===== src/rtl/mux_ad_read_seq.sv =====
module mux_ad_read_seq #(
  parameter int DW        = 16,
  parameter int CW        = 8,
  parameter int DURW      = 5,
  parameter int FLASH_CYC = 7
) (
  input  logic            clk,
  input  logic            rst_n,
  input  logic            req_valid,
  output logic            req_ready,
  input  logic [DW-1:0]   req_addr,
  input  logic [CW-1:0]   req_count,
  input  logic [DURW-1:0] cfg_dur,
  input  logic            cfg_hold,
  input  logic            cfg_flash,
  input  logic            cfg_ale_low,
  input  logic            cfg_multi,
  output logic            ale,
  output logic            rd_n,
  output logic            bus_oe,
  output logic [DW-1:0]   bus_out,
  input  logic [DW-1:0]   bus_in,
  output logic [DW-1:0]   rdata,
  output logic            rdata_valid,
  output logic            done
);
  localparam int TW = DURW + 4;

  typedef enum logic [2:0] {
    S_IDLE, S_ALE, S_AHLD, S_TURN, S_STRB, S_GAP, S_RCV
  } st_t;

  st_t            st;
  logic [TW-1:0]  tmr;
  logic [CW-1:0]  left;
  logic           fin;
  logic [DW-1:0]  addr_q;
  logic [DURW-1:0] dur_q;
  logic           hold_q, flash_q, low_q, multi_q;

  wire [TW-1:0] dur_eff = (dur_q == '0) ? TW'(1) : TW'(dur_q);
  wire [TW-1:0] rcv_len = TW'(hold_q) + TW'(1) + (flash_q ? TW'(FLASH_CYC) : TW'(0));
  wire          tdone   = (tmr == '0);

  assign req_ready = (st == S_IDLE);
  assign ale       = (st == S_ALE) ^ low_q;
  assign rd_n      = (st != S_STRB);
  assign bus_oe    = (st == S_ALE) || (st == S_AHLD);
  assign bus_out   = addr_q;

  always_ff @(posedge clk) begin
    if (!rst_n) begin
      st          <= S_IDLE;
      tmr         <= '0;
      left        <= '0;
      fin         <= 1'b0;
      addr_q      <= '0;
      dur_q       <= '0;
      hold_q      <= 1'b0;
      flash_q     <= 1'b0;
      low_q       <= 1'b0;
      multi_q     <= 1'b0;
      rdata       <= '0;
      rdata_valid <= 1'b0;
      done        <= 1'b0;
    end else begin
      rdata_valid <= 1'b0;
      done        <= 1'b0;
      if (!tdone) tmr <= tmr - TW'(1);
      unique case (st)
        S_IDLE: begin
          dur_q   <= cfg_dur;
          hold_q  <= cfg_hold;
          flash_q <= cfg_flash;
          low_q   <= cfg_ale_low;
          multi_q <= cfg_multi;
          if (req_valid) begin
            addr_q <= req_addr;
            left   <= (req_count == '0) ? '0 : req_count - CW'(1);
            fin    <= 1'b0;
            tmr    <= TW'(1);
            st     <= S_ALE;
          end
        end
        S_ALE:  if (tdone) st <= S_AHLD;
        S_AHLD: st <= S_TURN;
        S_TURN: begin
          st  <= S_STRB;
          tmr <= dur_eff - TW'(1);
        end
        S_STRB: if (tdone) begin
          rdata       <= bus_in;
          rdata_valid <= 1'b1;
          done        <= (left == '0);
          fin         <= (left == '0);
          if (left != '0) left <= left - CW'(1);
          if (!multi_q) addr_q <= addr_q + DW'(1);
          if (left != '0 && multi_q) begin
            st  <= S_GAP;
            tmr <= TW'(hold_q);
          end else begin
            st  <= S_RCV;
            tmr <= rcv_len - TW'(1);
          end
        end
        S_GAP: if (tdone) begin
          st  <= S_STRB;
          tmr <= dur_eff - TW'(1);
        end
        S_RCV: if (tdone) begin
          if (fin) st <= S_IDLE;
          else begin
            st  <= S_ALE;
            tmr <= TW'(1);
          end
        end
        default: st <= S_IDLE;
      endcase
    end
  end
endmodule



===== config.mk =====
export PLATFORM = sky130hd
export DESIGN_NAME = mux_ad_read_seq
export DESIGN_NICKNAME = d
export VERILOG_FILES = /design/src/rtl/mux_ad_read_seq.sv
export SDC_FILE = /design/constraint.sdc
export NUM_CORES = 1
export LEC_CHECK = 0
export ABC_AREA = 1
export BUFFER_PORTS_ARGS = -buffer_cell sky130_fd_sc_hd__buf_4
export CORE_MARGIN = 3
export CORE_UTILIZATION = 54
export CTS_CLUSTER_DIAMETER = 200
export DETAILED_ROUTE_END_ITERATION = 7
export GPL_TIMING_DRIVEN = 0
export HOLD_SLACK_MARGIN = 0.12
export PLACE_DENSITY = 0.87
export REMOVE_ABC_BUFFERS = 1
export SYNTH_ARGS = -nofsm -noshare
export SYNTH_HDL_FRONTEND = slang
export SYNTH_SLANG_ARGS = --single-unit

===== constraint.sdc =====
create_clock -name clk -period 2.1 [get_ports clk]
set_input_delay 0.42 -clock clk [delete_from_list [all_inputs] [get_ports clk]]
set_output_delay 0.42 -clock clk [all_outputs]
set_load 0.02 [all_outputs]

==> flow_metrics.py <==
metrics = {
    "run_status": {
        "status": "finished clean",
    },
    "final_layout": {
        "nets": 711,
        "stdcell_count": 735,
        "fillers": 492,
        "regArea_um2": 1280,
        "insertedDiodeCount": 0,
        "area_growth_pct": 27.6,
        "drive_gt1_share_pct": 25.2,
        "multiInputGateArea_um2": 2160,
    },
    "routing": {
        "vias_per_cell": 5.61,
        "vias": 4123,
        "routed_wl_um": 10500,
        "dr.pass1.iters": 8,
        "wire_per_inst_um": 14.2,
        "ant_nets": 0,
        "dr.first_iter.drc_count": 354,
        "drc": 0,
    },
    "clock_network": {
        "cts_tree": "done",
        "cts_hold_buf": 0,
        "htree_levels": 3,
        "path_clk_slew_ns": 0.08,
        "clock-root-buffer": "clkbuf_8",
        "cts.sinks": 64,
        "clock_path_buffers": 2,
        "numCtsBuffers": 9,
        "clk_latency_ns": 0.34,
    },
    "pwr": {
        "power_density_nw_per_um2": 1480,
        "combPwrFrac_pct": 53.3,
        "p_sw_uw": 3260,
        "power_switching_share_pct": 45.9,
        "ir_drop_v": 0.000784,
        "seqPwrFrac_pct": 28.7,
        "pwr-share-clk_pct": 18.0,
        "p_int_uw": 3850,
        "leakage_uw": 0.00224,
    },
    "placed_design": {
        "port_buffers": 89,
        "place_inst": 704,
        "gp_congestion": 0.913,
        "dp_hpwl_um": 6940,
    },
    "timing": {
        "tightest_slew_ns": 0.564,
        "max_freq_ghz": 0.497,
        "slew_headroom_pct": 62.2,
        "fin_setup_tns_ns": 0,
        "finalSetupViolations": 0,
        "drv_slew": 0,
        "whs_ns": 0.296,
        "period_share_pct": 95.8,
        "finalHoldViolations": 0,
        "skew_ns": 0.00885,
        "finalCriticalPeriod_ns": 2.01,
    },
    "critical_path": {
        "end_kind": "output port",
        "path_class": "register to output port",
        "crit_required_ns": 1.68,
        "crit_fanout": 8,
        "arrival_ns": 1.59,
        "worstSetupStartpointType": "register",
    },
    "die": {
        "start_util_pct": 57.5,
        "die_y_um": 89.4,
        "pin_count": 90,
        "row_count": 29,
        "dieWidth_um": 89.4,
        "die_area_um2": 7990,
        "core_um2": 6530,
    },
    "yosys": {
        "netlist_area_um2": 3750,
        "ys_seq_area_share_pct": 34.1,
        "yosys_warnings": 0,
        "ys_types": 40,
        "synth-seq-cells": 64,
        "synthCells": 556,
        "syn_area_per_cell_um2": 6.75,
    },
    "grt": {
        "grt_overflow_total": 0,
        "grt_usage_pct": 26.2,
        "grt_pass1_wl_um": 16600,
        "grt_max_degree": 46,
        "grt_pass1_vias": 3847,
        "antenna_found_initial": 0,
    },
    "run": {
        "drv_cap": 0,
    },
    "hold_path": {
        "hp-class": "input port to register",
    },
}
[state kept, by name, summed over array words and instances (netlist names)]
signal       flops
st               3
multi_q          1
done             1
flash_q          1
dur_q            5
tmr              9
fin              1
rdata           16
low_q            1
bus_out         16
rdata_valid      1
hold_q           1
left             8
[critical path, cell delays in order, from the launching register on]
cell and delay [ns]:
dfxtp_2 0.54, nor2_4 0.09, nor3_1 0.40, buf_4 0.23
[worst paths after layout]
check | startpoint | endpoint | slack (ns) | depth (start not counted)
worst max-delay path | st[1] | bus_oe | 0.09 | 3
worst min-delay path | bus_in[7] | rdata[7] | 0.30 | 3
worst max register to register | tmr[0] | bus_out[14] | 0.11 | 13
worst min register to register | dur_q[1] | dur_q[1] | 0.49 | 2
[routing by layer]
metal / routed length, um / vias up / GRT usage, %
li1: - / 2001 / -
met1: 4120 / 1882 / 31.2
met2: 5230 / 207 / 44.3
met3: 860 / 33 / 7.65
met4: 252 / 0 / 10.4
met5: 0 / - / 0
[cells by family (layout without fill, tap and decap cells)]
| family | after synthesis | count (layout) | share of synthesized area [%] |
|---|---|---|---|
| simple gates | 281 | 283 | 34.8 |
| compound gates | 112 | 112 | 16.6 |
| buf+inv | 79 | 179 | 9.23 |
| flops | 64 | 64 | 34.1 |
| xor+xnor | 14 | 14 | 3.27 |
| fa+ha+maj | 6 | 6 | 2.00 |
[area by class of cell]
class                      instances  area share, %
tap                               77           2.01
multi-input combinational        415           45.1
inverter                          61           5.20
timing repair buffer             102           16.0
clock inverter                     6           2.25
sequential                        64           26.8
clock buffer                      10           2.66
[Yosys cell counts]
| cell | instances | area share (%) |
|---|---|---|
| o22ai_1 | 5 | 0.83 |
| nand4_1 | 10 | 1.7 |
| o21ai_2 | 5 | 1.2 |
| or2_2 | 4 | 0.67 |
| nor2_1 | 98 | 9.8 |
| nand3_1 | 26 | 3.5 |
| clkinv_4 | 1 | 0.23 |
| inv_4 | 1 | 0.17 |
| xnor2_1 | 2 | 0.47 |
| o211a_1 | 1 | 0.27 |
| nand3b_1 | 1 | 0.20 |
| nand3_4 | 1 | 0.47 |
| a21oi_2 | 4 | 0.93 |
| nand2_1 | 108 | 11 |
| clkbuf_1 | 6 | 0.60 |
| nor2_4 | 3 | 0.90 |
| nand2_4 | 3 | 0.90 |
| nor2_8 | 1 | 0.53 |
| o21ai_0 | 53 | 7.1 |
| o21a_1 | 5 | 1.0 |
| o21ai_1 | 6 | 0.80 |
| xor2_1 | 12 | 2.8 |
| inv_2 | 4 | 0.40 |
| nor2_2 | 4 | 0.67 |
| dfxtp_1 | 64 | 34 |
| or2_0 | 1 | 0.17 |
| buf_2 | 4 | 0.53 |
| buf_4 | 4 | 0.80 |
| nand2_8 | 2 | 1.1 |
| inv_1 | 54 | 5.4 |
| nand3_2 | 2 | 0.53 |
| buf_1 | 1 | 0.10 |
| a31oi_1 | 3 | 0.50 |
| buf_6 | 3 | 0.90 |
| ha_1 | 6 | 2.0 |
| nor3_2 | 4 | 1.1 |
| nor3_1 | 8 | 1.1 |
| a21oi_1 | 30 | 4.0 |
| clkinv_1 | 1 | 0.10 |
| nand2_2 | 5 | 0.83 |
[placed cells by master, fill, tap and decap left out, types with 2 or more instances in the layout]
master,count
nand3_1,26
a31oi_1,3
o21ai_1,6
or2_2,4
nor2_4,5
nand2_4,4
nand2_8,2
nand2_2,4
o21ai_2,5
bufinv_16,3
nor3_1,7
clkinv_2,2
inv_1,54
xnor2_1,2
a21oi_1,30
nand3_2,2
clkbuf_8,9
o21a_1,5
nor3_2,5
inv_2,3
o21ai_0,53
a21oi_2,4
dfxtp_1,63
o22ai_1,5
buf_4,102
nand4_1,10
xor2_1,12
nand2_1,108
nor2_2,4
ha_1,5
nor2_1,98
[power groups by stage]
stage | clock network, uW | registers, uW | logic (uW)
global placement | 0 | 2020 | 3340
floorplan | 0 | 2190 | 2280
global route | 1350 | 2090 | 4200
finish | 1280 | 2040 | 3790
detailed placement | 0 | 2030 | 3460
CTS | 1300 | 2030 | 3540
[per-stage QoR]
| stage | utilization, % | total power (uW) | setup slack, ns | instance area, um2 |
|---|---|---|---|---|
| 6_report | 73.3 | 7110 | 0.0877 | 4790 |
| 5_1_grt | 73.3 | 7650 | -0.0293 | 4790 |
| 4_1_cts | 71.6 | 6860 | 0.0322 | 4670 |
| 3_5_place_dp | 67.5 | 5490 | -0.188 | 4410 |
| 3_3_place_gp | 67.5 | 5350 | -0.179 | 4410 |
| 2_1_floorplan | - | 4460 | 0.284 | 3640 |
[timing repair]
| item | CTS | global route |
|---|---|---|
| cloned | 2 | 0 |
| pin swaps | 1 | 3 |
| setup endpoints to repair | 30 | 27 |
| resized for setup | 4 | 4 |
| setup buffers | 0 | 13 |
Note: power is estimated with default switching activity, not from simulation.
